==> config.mk <==
export PLATFORM = sky130hd
export DESIGN_NAME = irq_hub
export DESIGN_NICKNAME = d
export VERILOG_FILES = /design/src/rtl/irq_hub.sv
export SDC_FILE = /design/constraint.sdc
export NUM_CORES = 1
export LEC_CHECK = 0
export CELL_PAD_IN_SITES_DETAIL_PLACEMENT = 2
export CELL_PAD_IN_SITES_GLOBAL_PLACEMENT = 2
export CORE_UTILIZATION = 14
export CTS_CLUSTER_DIAMETER = 120
export DETAILED_ROUTE_END_ITERATION = 10
export GPL_TIMING_DRIVEN = 1
export PLACE_DENSITY = 0.76
export SLEW_MARGIN = 30
export SYNTH_ARGS = -nofsm -noshare
export SYNTH_HDL_FRONTEND = slang
export SYNTH_SLANG_ARGS = --single-unit
==> constraint.sdc <==
create_clock -name clk -period 1.2 [get_ports clk]
set_clock_uncertainty 0.05 [all_clocks]
set_input_delay 0.18 -clock clk [delete_from_list [all_inputs] [get_ports clk]]
set_output_delay 0.18 -clock clk [all_outputs]
set_load 0.05 [all_outputs]
==> src/rtl/irq_hub.sv <==
module irq_hub #(
  parameter logic [15:0] VEC_BASE = 16'h0003,
  parameter int VEC_SHIFT = 3,
  parameter int USB_EVTS = 7
) (
  input  logic                clk,
  input  logic                rst_n,
  input  logic                ext0_n,
  input  logic                ext1_n,
  input  logic                ext0_edge,
  input  logic                ext1_edge,
  input  logic                adc_sel,
  input  logic                adc_done,
  input  logic                tmr0_ovf,
  input  logic                tmr1_ovf,
  input  logic                tmr2_ovf,
  input  logic                t2_strobe,
  input  logic                t2_strobe_en,
  input  logic                usart_evt,
  input  logic                usart2_evt,
  input  logic                i2c_evt,
  input  logic [USB_EVTS-1:0] usb_evt,
  input  logic [8:0]          src_en,
  input  logic                global_en,
  input  logic [8:0]          sw_clr,
  input  logic                t2x_clr,
  input  logic                ack,
  input  logic                reti,
  output logic                irq,
  output logic [3:0]          irq_idx,
  output logic [15:0]         irq_vec,
  output logic [8:0]          flags,
  output logic                t2_ext_flag
);
  localparam int NSRC = 9;
  localparam int IW = $clog2(NSRC);

  logic [1:0] s0, s1;
  logic [NSRC-1:0] flg, set, clr, nxt, req, auto_clr;
  logic t2x, busy, take;
  logic [IW-1:0] win;

  always_ff @(posedge clk or negedge rst_n)
    if (!rst_n) begin
      s0 <= 2'b11;
      s1 <= 2'b11;
    end else begin
      s0 <= {s0[0], ext0_n};
      s1 <= {s1[0], ext1_n};
    end

  assign set = {tmr2_ovf, usart_evt, |usb_evt, tmr1_ovf,
                adc_sel ? adc_done : (s1[1] & ~s1[0]),
                i2c_evt, tmr0_ovf, usart2_evt, s0[1] & ~s0[0]};
  assign auto_clr = {3'b000, 1'b1, adc_sel | ext1_edge, 2'b11, 1'b0, ext0_edge};
  assign req = (flg | {t2x, {(NSRC-1){1'b0}}}) & src_en;

  always_comb begin
    win = '0;
    for (int i = NSRC-1; i >= 0; i--)
      if (req[i]) win = IW'(i);
  end

  assign irq  = global_en & ~busy & (|req);
  assign take = ack & irq;
  assign clr  = sw_clr | (take ? (auto_clr & (NSRC'(1) << win)) : '0);

  always_comb begin
    nxt = set | (flg & ~clr);
    if (!ext0_edge) nxt[0] = ~s0[0];
    if (!adc_sel && !ext1_edge) nxt[4] = ~s1[0];
  end

  always_ff @(posedge clk or negedge rst_n)
    if (!rst_n) begin
      flg  <= '0;
      t2x  <= 1'b0;
      busy <= 1'b0;
    end else begin
      flg <= nxt;
      t2x <= (t2_strobe & t2_strobe_en) | (t2x & ~t2x_clr);
      if (take) busy <= 1'b1;
      else if (reti) busy <= 1'b0;
    end

  assign irq_idx     = 4'(win);
  assign irq_vec     = VEC_BASE + (16'(win) << VEC_SHIFT);
  assign flags       = flg;
  assign t2_ext_flag = t2x;
endmodule


After elaboration in Yosys (flattened, before gate mapping)
Cells that the tools add are included.
{"block": "word_totals", "register_bits": 15, "inputBits": 45, "output_inout_bits": 31, "word_cells": 48}
{"block": "op_classes", "n_addsub": 1, "shifts": 1, "muxes": 15, "bitwise": 20, "reduce_logical": 6}
{"cell": "$mux W4", "n": 9}
{"cell": "$or A9 B9 Y9", "n": 3}
{"cell": "$and A9 B9 Y9", "n": 2}
{"cell": "$and A6 B9 Y9", "n": 1}
{"cell": "$mux W9", "n": 1}
{"cell": "$not A9 Y9", "n": 1}
{"cell": "$reduce_or A9 Y1", "n": 1}
{"cell": "$shl A1 B4 Y9 const A", "n": 1}
{"cell": "$add A2 B7 Y8 const A", "n": 1}
{"cell": "$and A1 B1 Y1", "n": 7}
{"cell": "$reduce_or A7 Y1", "n": 1}
{"cell": "$mux W1", "n": 5}
{"cell": "$not A1 Y1", "n": 4}
{"cell": "$logic_not A1 Y1", "n": 2}
{"cell": "$or A1 B1 Y1", "n": 2}
{"cell": "$reduce_bool A2 Y1", "n": 1}
{"cell": "$logic_and A1 B1 Y1", "n": 1}

Depth between registers and ports, before layout
Gate-level depths: netlist of the first run.
{"block": "depth", "ltp_word": 19, "depth_mapped": 4, "ltp_nobuf": 4}

Worst setup path before layout of the first run
OpenSTA, ideal clock, no wires.
{"block": "synth_path", "kind": "register -> output", "from": "register flg[6], in the netlist flags[6]", "to": "output port irq_vec[4]", "arrival_ns": 2.572, "required_time_ns": 0.970, "setup_slack_ns": -1.602, "path_stages_with_launch": 5, "n_path_buf": 1, "path_cell_list": "dfrtp_1 > a22oi_1 > nand2b_1 > a21boi_0 > buf_4"}
{"block": "synth_via", "elab_chain_len": 10}
{"element": "start, declared", "line_no": "39", "source": "logic [NSRC-1:0] flg, set, clr, nxt, req, auto_clr;"}
{"element": "start signal, assigned", "line_no": "80", "source": "flg <= nxt;"}
{"element": "$or A9 B9 Y9", "line_no": "56", "source": "assign req = (flg | {t2x, {(NSRC-1){1'b0}}}) & src_en;"}
{"element": "$and A9 B9 Y9", "line_no": "56"}
{"element": "$mux W4 (7 in a row)", "line_no": "61", "source": "if (req[i]) win = IW'(i);"}
{"element": "named net irq_idx[1]", "line_no": "30", "source": "output logic [3:0] irq_idx,"}
{"element": "$add A2 B7 Y8", "line_no": "87", "source": "assign irq_vec = VEC_BASE + (16'(win) << VEC_SHIFT);"}
{"element": "end, declared", "line_no": "31", "source": "output logic [15:0] irq_vec,"}
The timed path passes the listed nets, and every way through them passes these cells.

Final worst setup path of the first run
{"block": "layout_path", "from": "register flg[2], in the netlist flags[2]", "to": "output port irq_vec[6]"}
{"block": "layout_via", "elab_chain_len": 6}
{"element": "$or A9 B9 Y9", "line_no": "56"}
{"element": "$and A9 B9 Y9", "line_no": "56"}
{"element": "$mux W4 (3 in a row)", "line_no": "61"}
{"element": "$add A2 B7 Y8", "line_no": "87"}
Every way passes these cells.

==> metrics.cfg, run 1 <==
[placement]
dp_hpwl_mm=2.95
gp_congestion=0.704
preCtsSetupSlack_ns=-0.600
post-place-cells=251
portBuffers=63

[route]
drc_errors=0
drt-total-wl_mm=3.73
viasPerCell=3.95
wl_per_cell_microns=14.1
dr.pass1.iters=3
postRouteAntennaNets=0
via_count=1042
drtIter0Drc=29

[worst_setup_path]
path_max_fanout=3
r2r-start=flags[3]
criticalPathCategory=flop to output pin
required_ns=0.97
worstPathArrival_ns=1.59
rr_endpoint=flags[2]
start_kind=flop
worstSetupEndpointType=output pin
r2r_cells=7
r2r_slack_ns=-0.53
crit_path_start=flags[2]

[synthesis]
postSynthAreaPerCell_sq_um=9.06
ys_warn_count=0
synthTopCellsByArea=dfrtp_1, buf_4, dfstp_2
synth_top_area_share_pct=31.0
syn_inst=98
yosysSeqAreaShare_pct=42.8
netlist_area_sq_um=888
synth_largest_area_cell=dfrtp_1
yosysUniqueCellTypes=32
yosys_register_bits=15

[global_routing]
grt_pass1_vias=1185
grt_max_degree=16
antenna_found_initial=0
grt_use_total_pct=11.4
grt_overflow=0
grt_pass1_wl_mm=5.69

[die]
start_util_pct=14.7
core_sq_mm=0.00603
std_cell_rows=28
die_h_microns=81.7
fp.dieW_microns=81.7
dieArea_sq_mm=0.00667
pin_count=76

[cts]
clkLatencyLatePin_ns=0.25
cts_buffers=3
h-tree-depth=1
clk_pin_slew_ns=0.07
cts_buffer_depth=2
cts.sinks=15
cts_tree=done
cts_root_buffer=clkbuf_8

[sta]
fin_crit_ns=1.82
setup_viol=15
hold_violations=0
setup_ws_ns=-0.617
fin_crit_sh_pct=151
whs_ns=0.215
clock.fmax_mhz=550
drv_slew=0
grt_setup_unrepaired=yes

[power_and_ir_drop]
vdd_drop_max_mv=0.388
p_leak_nw=0.966
p_per_area_mw_per_mm2=953

[hold_path]
hp-class=primary input to asynchronous set/reset pin

[final_layout]
final_nets=235
fillers=653
drive_gt1_share_pct=44.4
diodes=0
syn_to_final_growth_pct=143
fin_cells=264

[status]
outcome=finished, violations left
violations=negative setup slack

[job]
max_cap_violations=0

[cell families (layout without fill, tap and decap cells)]
family          after synthesis  after routing  share of synthesized area, %
flops                        15             15                          42.8
compound gates               31             31                          24.4
simple gates                 24             24                          14.2
other cells                   2             12                         0.845
buf+inv                      26            107                          17.7
[routing by layer]
metal | global-route usage, % | routed length, microns
met1 | 12.1 | 1410
met2 | 22.0 | 1980
met3 | 3.67 | 313
met4 | 2.11 | 22
met5 | 0 | 0
[Yosys cell counts, drive strengths merged]
library cell,n
buf,16
dfrtp,11
inv,10
nand2,8
a21oi,6
o21ai,6
a21o,4
a22oi,4
dfstp,4
nor2,4
o211ai,3
conb,2
nand3b,2
a211o,1
a21boi,1
a22o,1
a31oi,1
a32o,1
and2,1
and3b,1
nand2b,1
nand3,1
nand4,1
nand4b,1
nor2b,1
nor3,1
nor4,1
o211a,1
o21a,1
o31a,1
or2b,1
[sequential cells by signal (all words and copies together), names as in the netlist]
signal       count
busy             1
flags            9
s0               2
s1               2
t2_ext_flag      1
[stage by stage]
stage	TNS (ns)	area (sq um)	utilization, %	total power, mW
finish	-6.89	2160	35.8	2.06
global route	-7.69	2160	35.8	2.16
CTS	-7.04	2100	34.8	2.05
detailed placement	-7.88	1940	32.2	1.53
global placement	-7.48	1940	32.2	1.51
floorplan	-5.80	997	-	1.05
[repair_timing]
item,4_1_cts,5_1_grt
gates cloned,0,0
gates resized for setup,21,16
setup endpoints to repair,23,24
hold buffers,0,0
pin swaps,10,8
setup buffers,8,7
[critical path: stages (launching register included)]
cell	delay (ns)
dfrtp_2	0.44
a22oi_2	0.23
nand4_1	0.17
buf_4	0.19
nor2_4	0.15
buf_12	0.16
[report_power, final]
group	internal [mW]	switching, mW	leakage, nW
clock network	0.230	0.203	0.0255
registers	0.550	0.0319	0.157
logic	0.529	0.514	0.784
[cell usage in the layout, fill, tap and decap left out, types with 2 or more instances in the layout]
| master | count |
|---|---|
| dlymetal6s2s_1 | 3 |
| o21ai_0 | 2 |
| a21oi_1 | 4 |
| dfstp_2 | 4 |
| a21o_1 | 4 |
| o21ai_1 | 3 |
| dfrtp_1 | 3 |
| o211ai_1 | 2 |
| conb_1 | 12 |
| buf_4 | 17 |
| buf_12 | 19 |
| nand3b_1 | 2 |
| nand2_1 | 5 |
| a22oi_2 | 4 |
| nor2_1 | 3 |
| buf_6 | 13 |
| clkbuf_8 | 3 |
| dfrtp_2 | 8 |
| inv_1 | 10 |
| nand2_4 | 2 |
| clkdlybuf4s50_1 | 40 |
[area by class of cell]
| type | count | area, sq um | area share [%] |
|---|---|---|---|
| inverters | 10 | 37.5 | 1.74 |
| well taps | 75 | 93.8 | 4.35 |
| multi-input cells | 67 | 489 | 22.7 |
| repair buffers | 93 | 1100 | 51.0 |
| flip-flops and latches | 15 | 390 | 18.1 |
| clock inverters | 1 | 5.00 | 0.232 |
| clock buffers | 3 | 41.3 | 1.91 |
[how the worst max path moves through the flow]
stage / end / slack [ns] / cells past startpoint
2_1_floorplan: irq_vec[6] / -0.64 / 4
3_3_place_gp: irq_idx[0] / -0.58 / 5
3_5_place_dp: irq_vec[6] / -0.60 / 6
4_1_cts: irq_vec[6] / -0.63 / 5
5_1_grt: irq_vec[6] / -0.65 / 5
6_report: irq_vec[6] / -0.62 / 5
Power figures use the tool's default switching activity.
==> run 2: changes to the inputs <==
- CORE_UTILIZATION: 14 -> 17
- PLACE_DENSITY: 0.76 -> unset
- PLACE_DENSITY_LB_ADDON: unset -> 0.1
- clock period: 1.2 -> 2.13 ns (I/O delays scaled with it)
==> metrics.cfg, run 2 (synthesis results as in run 1) <==
[placement]
dp_hpwl_mm=2.84  ; -3.8%
gp_congestion=0.701  ; -0.38%
post-place-cells=228  ; -9.2%
portBuffers=63  ; unchanged

[die]
std_cell_rows=25  ; -11%
dieArea_sq_mm=0.00552  ; -17%
core_sq_mm=0.00488  ; -19%
die_h_microns=74.3  ; -9.0%
fp.dieW_microns=74.3  ; -9.0%
start_util_pct=18.2  ; +3.5 points
pin_count=76  ; unchanged

[global_routing]
grt_max_degree=16  ; unchanged
grt_use_total_pct=12.6  ; +1.2 points
grt_pass1_wl_mm=5.09  ; -11%
grt_pass1_vias=1037  ; -12%
antenna_found_initial=0  ; unchanged
grt_overflow=0  ; unchanged

[cts]
postCtsHoldBufs=0  ; unchanged
cts_tree=done
cts_buffer_depth=2  ; unchanged
cts_buffers=3  ; unchanged
clkLatencyLatePin_ns=0.26  ; about the same
clk_pin_slew_ns=0.07  ; about the same
h-tree-depth=1  ; unchanged
cts_root_buffer=clkbuf_8
cts.sinks=15  ; unchanged

[sta]
setup_viol=0  ; -15
tns_ns=0  ; +6.89 ns
whs_ns=0.321  ; +0.106 ns
drv_slew=0  ; unchanged
hold_violations=0  ; unchanged
tightest_slew_ns=0.514
relSlewSlack_pct=65.6
fin_crit_ns=2.05
clock.fmax_mhz=487
grt_setup_unrepaired=no
fin_crit_sh_pct=96.4

[route]
drc_errors=0  ; unchanged
via_count=939  ; -9.9%
viasPerCell=4.03  ; +2.1%
drt-total-wl_mm=3.28  ; -12%
wl_per_cell_microns=14.1  ; -0.43%
postRouteAntennaNets=0  ; unchanged
drtIter0Drc=7  ; -76%
dr.pass1.iters=4  ; +1

[worst_setup_path]
start_kind=primary input
criticalPathCategory=primary input to output pin
required_ns=1.76  ; +0.79 ns
worstSetupEndpointType=output pin
worstPathArrival_ns=1.68  ; +0.09 ns
path_max_fanout=3  ; unchanged

[final_layout]
diodes=0  ; unchanged
multi_input_area_sq_um=423  ; -14%
syn_to_final_growth_pct=95.2
final_cell_mix=clkdlybuf4s50_1, conb_1, dfrtp_1, inv_1
fillers=560  ; -14%
drive_gt1_share_pct=19.9  ; -25 points
fin_cells=233  ; -12%
largest_reg_flops=9  ; unchanged
utilization_pct=35.5  ; -0.28 points
regArea_sq_um=380  ; -2.6%
final_nets=212  ; -9.8%
mostFrequentLayoutCell=clkdlybuf4s50_1

[power_and_ir_drop]
p_per_area_mw_per_mm2=588  ; -38%
total_power_mw=1.02  ; -50%
p_leak_nw=0.734  ; -24%
vdd_drop_max_mv=0.216  ; -44%

[status]
outcome=complete, no violations

[job]
max_cap_violations=0  ; unchanged

[hold_path]
hp-class=flop to flop

==> run 2: cell count changes in the layout (fill, tap and decap cells not counted), moves of 2 or more <==
cell             delta
o21ai_0             +4
buf_4               -9
dlymetal6s2s_1      -3
dfrtp_2             -8
buf_12             -11
nand2_1             +3
o21ai_1             -3
dfrtp_1             +8
clkdlybuf4s50_1    +14
nand2_4             -2
buf_6              -13
==> run 2: metrics by stage <==
| step | setup WS [ns] | area, sq um |
|---|---|---|
| floorplan | -0.0800 | 956 |
| global placement | 0.0669 | 1670 |
| detailed placement | 0.0156 | 1670 |
| CTS | 0.0132 | 1720 |
| global route | 0.00908 | 1730 |
| finish | 0.0776 | 1730 |
==> run 2: repair_timing <==
item	in CTS	in global routing
endpoints found under the setup margin	0	5
gates resized for setup	0	1
setup buffers	0	1
==> run 2: critical path, stage by stage <==
cell and delay [ns]:
clkdlybuf4s50_1 0.46, a22oi_2 0.20, nand4_1 0.24, o211a_1 0.28, buf_4 0.18
==> run 2: final timing paths <==
| kind | from | end | slack, ns | depth (start not counted) |
|---|---|---|---|---|
| hold reg to reg | s0[0] | s0[1] | 0.32 | 0 |
| min in group asynchronous | rst_n | flags[6] | 0.34 | 2 |
| hold / removal | s0[0] | s0[1] | 0.32 | 0 |
| setup / recovery | src_en[1] | irq | 0.08 | 5 |
| max in group asynchronous | rst_n | s1[1] | 1.44 | 2 |
| setup reg to reg | flags[7] | flags[2] | 0.57 | 5 |
==> run 2: power breakdown <==
part | switching (mW) | internal [mW]
Clock | 0.115 | 0.132
Sequential | 0.0222 | 0.308
Combinational | 0.244 | 0.199
==> run 2: cell type report <==
class / count / share of cell area [%]
timing repair buffer: 70 / 43.9
multi-input combinational: 67 / 24.4
sequential: 15 / 21.9
tap: 67 / 4.83
clock buffer: 3 / 2.38
inverter: 10 / 2.16
clock inverter: 1 / 0.433
==> run 2: layer usage <==
metal  track usage [%]  up-vias  wire, microns
met4              3.14        0             29
li1                  -      446              -
met3              3.66        5            265
met2              24.5       45           1740
met5                 0        -              0
met1              13.2      443           1240
==> run 3: changes to the inputs <==
- CORE_UTILIZATION: 17 -> 14
- clock period: 2.13 -> 1.7 ns (I/O delays scaled with it)
==> metrics.cfg, run 3 (synthesis results as in run 1) <==
[cts]
clkLatencyLatePin_ns=0.25  ; about the same
cts_buffers=3  ; unchanged
cts_root_buffer=clkbuf_8
clk_pin_slew_ns=0.06  ; about the same
cts_tree=done
cts_buffer_depth=2  ; unchanged
h-tree-depth=1  ; unchanged
postCtsHoldBufs=0  ; unchanged
cts.sinks=15  ; unchanged

[placement]
gp_congestion=0.706  ; +0.76%
preCtsSetupSlack_ns=-0.274  ; -0.289 ns
dp_hpwl_mm=2.80  ; -1.4%
portBuffers=63  ; unchanged
post-place-cells=244  ; +7.0%
placedInstanceArea_sq_mm=0.00175  ; +4.5%

[worst_setup_path]
r2r_cells=6  ; +1
endpoint=irq_idx[3]
r2r-start=flags[3]
required_ns=1.39  ; -0.37 ns
worstPathArrival_ns=1.54  ; -0.14 ns
crit_path_start=src_en[1]
rr_endpoint=flags[2]
r2r_slack_ns=0.05  ; -0.52 ns
start_kind=primary input
criticalPathCategory=primary input to output pin
worstSetupEndpointType=output pin
path_max_fanout=2  ; -1

[sta]
clock.fmax_mhz=541
setup_ws_ns=-0.150  ; -0.227 ns
drv_slew=0  ; unchanged
fin_crit_ns=1.85
grt_setup_unrepaired=yes
fin_crit_sh_pct=109
setup_viol=9  ; +9
tns_ns=-0.933  ; -0.933 ns
hold_violations=0  ; unchanged

[final_layout]
syn_to_final_growth_pct=113
final_nets=229  ; +8.0%
diodes=0  ; unchanged
fin_cells=258  ; +11%
largest_reg_flops=9  ; unchanged
mostFrequentLayoutCell=clkdlybuf4s50_1
drive_gt1_share_pct=38.8  ; +19 points
final_cell_mix=clkdlybuf4s50_1, buf_4, conb_1, inv_1
stdcell_area_sq_mm=0.00189  ; +9.1%

[route]
wl_per_cell_microns=13.5  ; -3.8%
dr.pass1.iters=2  ; -2
drc_errors=0  ; unchanged
drtIter0Drc=12  ; +5
viasPerCell=3.88  ; -3.6%
postRouteAntennaNets=0  ; unchanged
drt-total-wl_mm=3.49  ; +6.5%
via_count=1002  ; +6.7%

[global_routing]
grt_overflow=0  ; unchanged
grt_use_total_pct=10.9  ; -1.7 points
antenna_found_initial=0  ; unchanged
grt_max_degree=16  ; unchanged
grt_pass1_wl_mm=5.36  ; +5.4%
grt_pass1_vias=1086  ; +4.7%

[die]
pin_count=76  ; unchanged
core_sq_mm=0.00603  ; +23%
fp.dieW_microns=81.7  ; +9.9%
dieArea_sq_mm=0.00667  ; +21%
start_util_pct=14.7  ; -3.5 points
std_cell_rows=28  ; +12%
die_h_microns=81.7  ; +9.9%

[power_and_ir_drop]
p_per_area_mw_per_mm2=701  ; +19%
vdd_drop_max_mv=0.349  ; +62%
total_power_mw=1.33  ; +30%
p_leak_nw=0.845  ; +15%

[status]
outcome=finished, violations left
violations=negative setup slack

[hold_path]
hp-class=primary input to asynchronous set/reset pin

[job]
max_cap_violations=0  ; unchanged

-- run 3: layout make-up --
class / instances / area (sq um)
clock buffers: 4 / 45.0
fillers: 683 / 4130
inverters: 10 / 37.5
multi-input cells: 67 / 459
flip-flops and latches: 15 / 390
well taps: 75 / 93.8
repair buffers: 87 / 866
-- run 3: worst min path at each step --
stage	from	end	slack, ns	cells past startpoint
after detailed placement	s0[0]	s0[1]	0.31	0
after global placement	s0[0]	s0[1]	0.30	0
after floorplan	rst_n	busy	-0.09	0
after global routing	rst_n	flags[8]	0.29	2
final	rst_n	t2_ext_flag	0.28	2
after CTS	rst_n	t2_ext_flag	0.28	2
-- run 3: what timing repair did --
item	in CTS	in global routing
pin swaps	8	2
hold endpoints to repair	0	0
setup buffers	9	1
resized for setup	12	1
endpoints found under the setup margin	9	11
-- run 3: report_power, final --
| part | total [mW] | internal, mW | switching (mW) |
|---|---|---|---|
| sequential | 0.409 | 0.388 | 0.0206 |
| combinational | 0.620 | 0.285 | 0.335 |
| clock | 0.297 | 0.166 | 0.131 |
| total | 1.33 | 0.839 | 0.487 |
-- run 3: routing by layer --
layer | GRT usage, % | vias up | part of all wire [%]
met3 | 3.22 | 2 | 7.8
met1 | 12.4 | 475 | 40
met5 | 0 | - | 0
met4 | 2.11 | 0 | 0.43
li1 | - | 480 | -
met2 | 20.0 | 45 | 52
-- run 3: worst max-delay path: stages --
cell             delay [ns]
clkdlybuf4s50_1        0.44
a22oi_2                0.19
nand4_1                0.17
buf_4                  0.19
nor2_4                 0.14
buf_12                 0.15
-- run 3: stage by stage --
stage          hold slack, ns  util [%]
2_1_floorplan         -0.0906         -
3_3_place_gp            0.304      29.0
3_5_place_dp            0.308      29.0
4_1_cts                 0.279      31.2
5_1_grt                 0.287      31.4
6_report                0.277      31.4
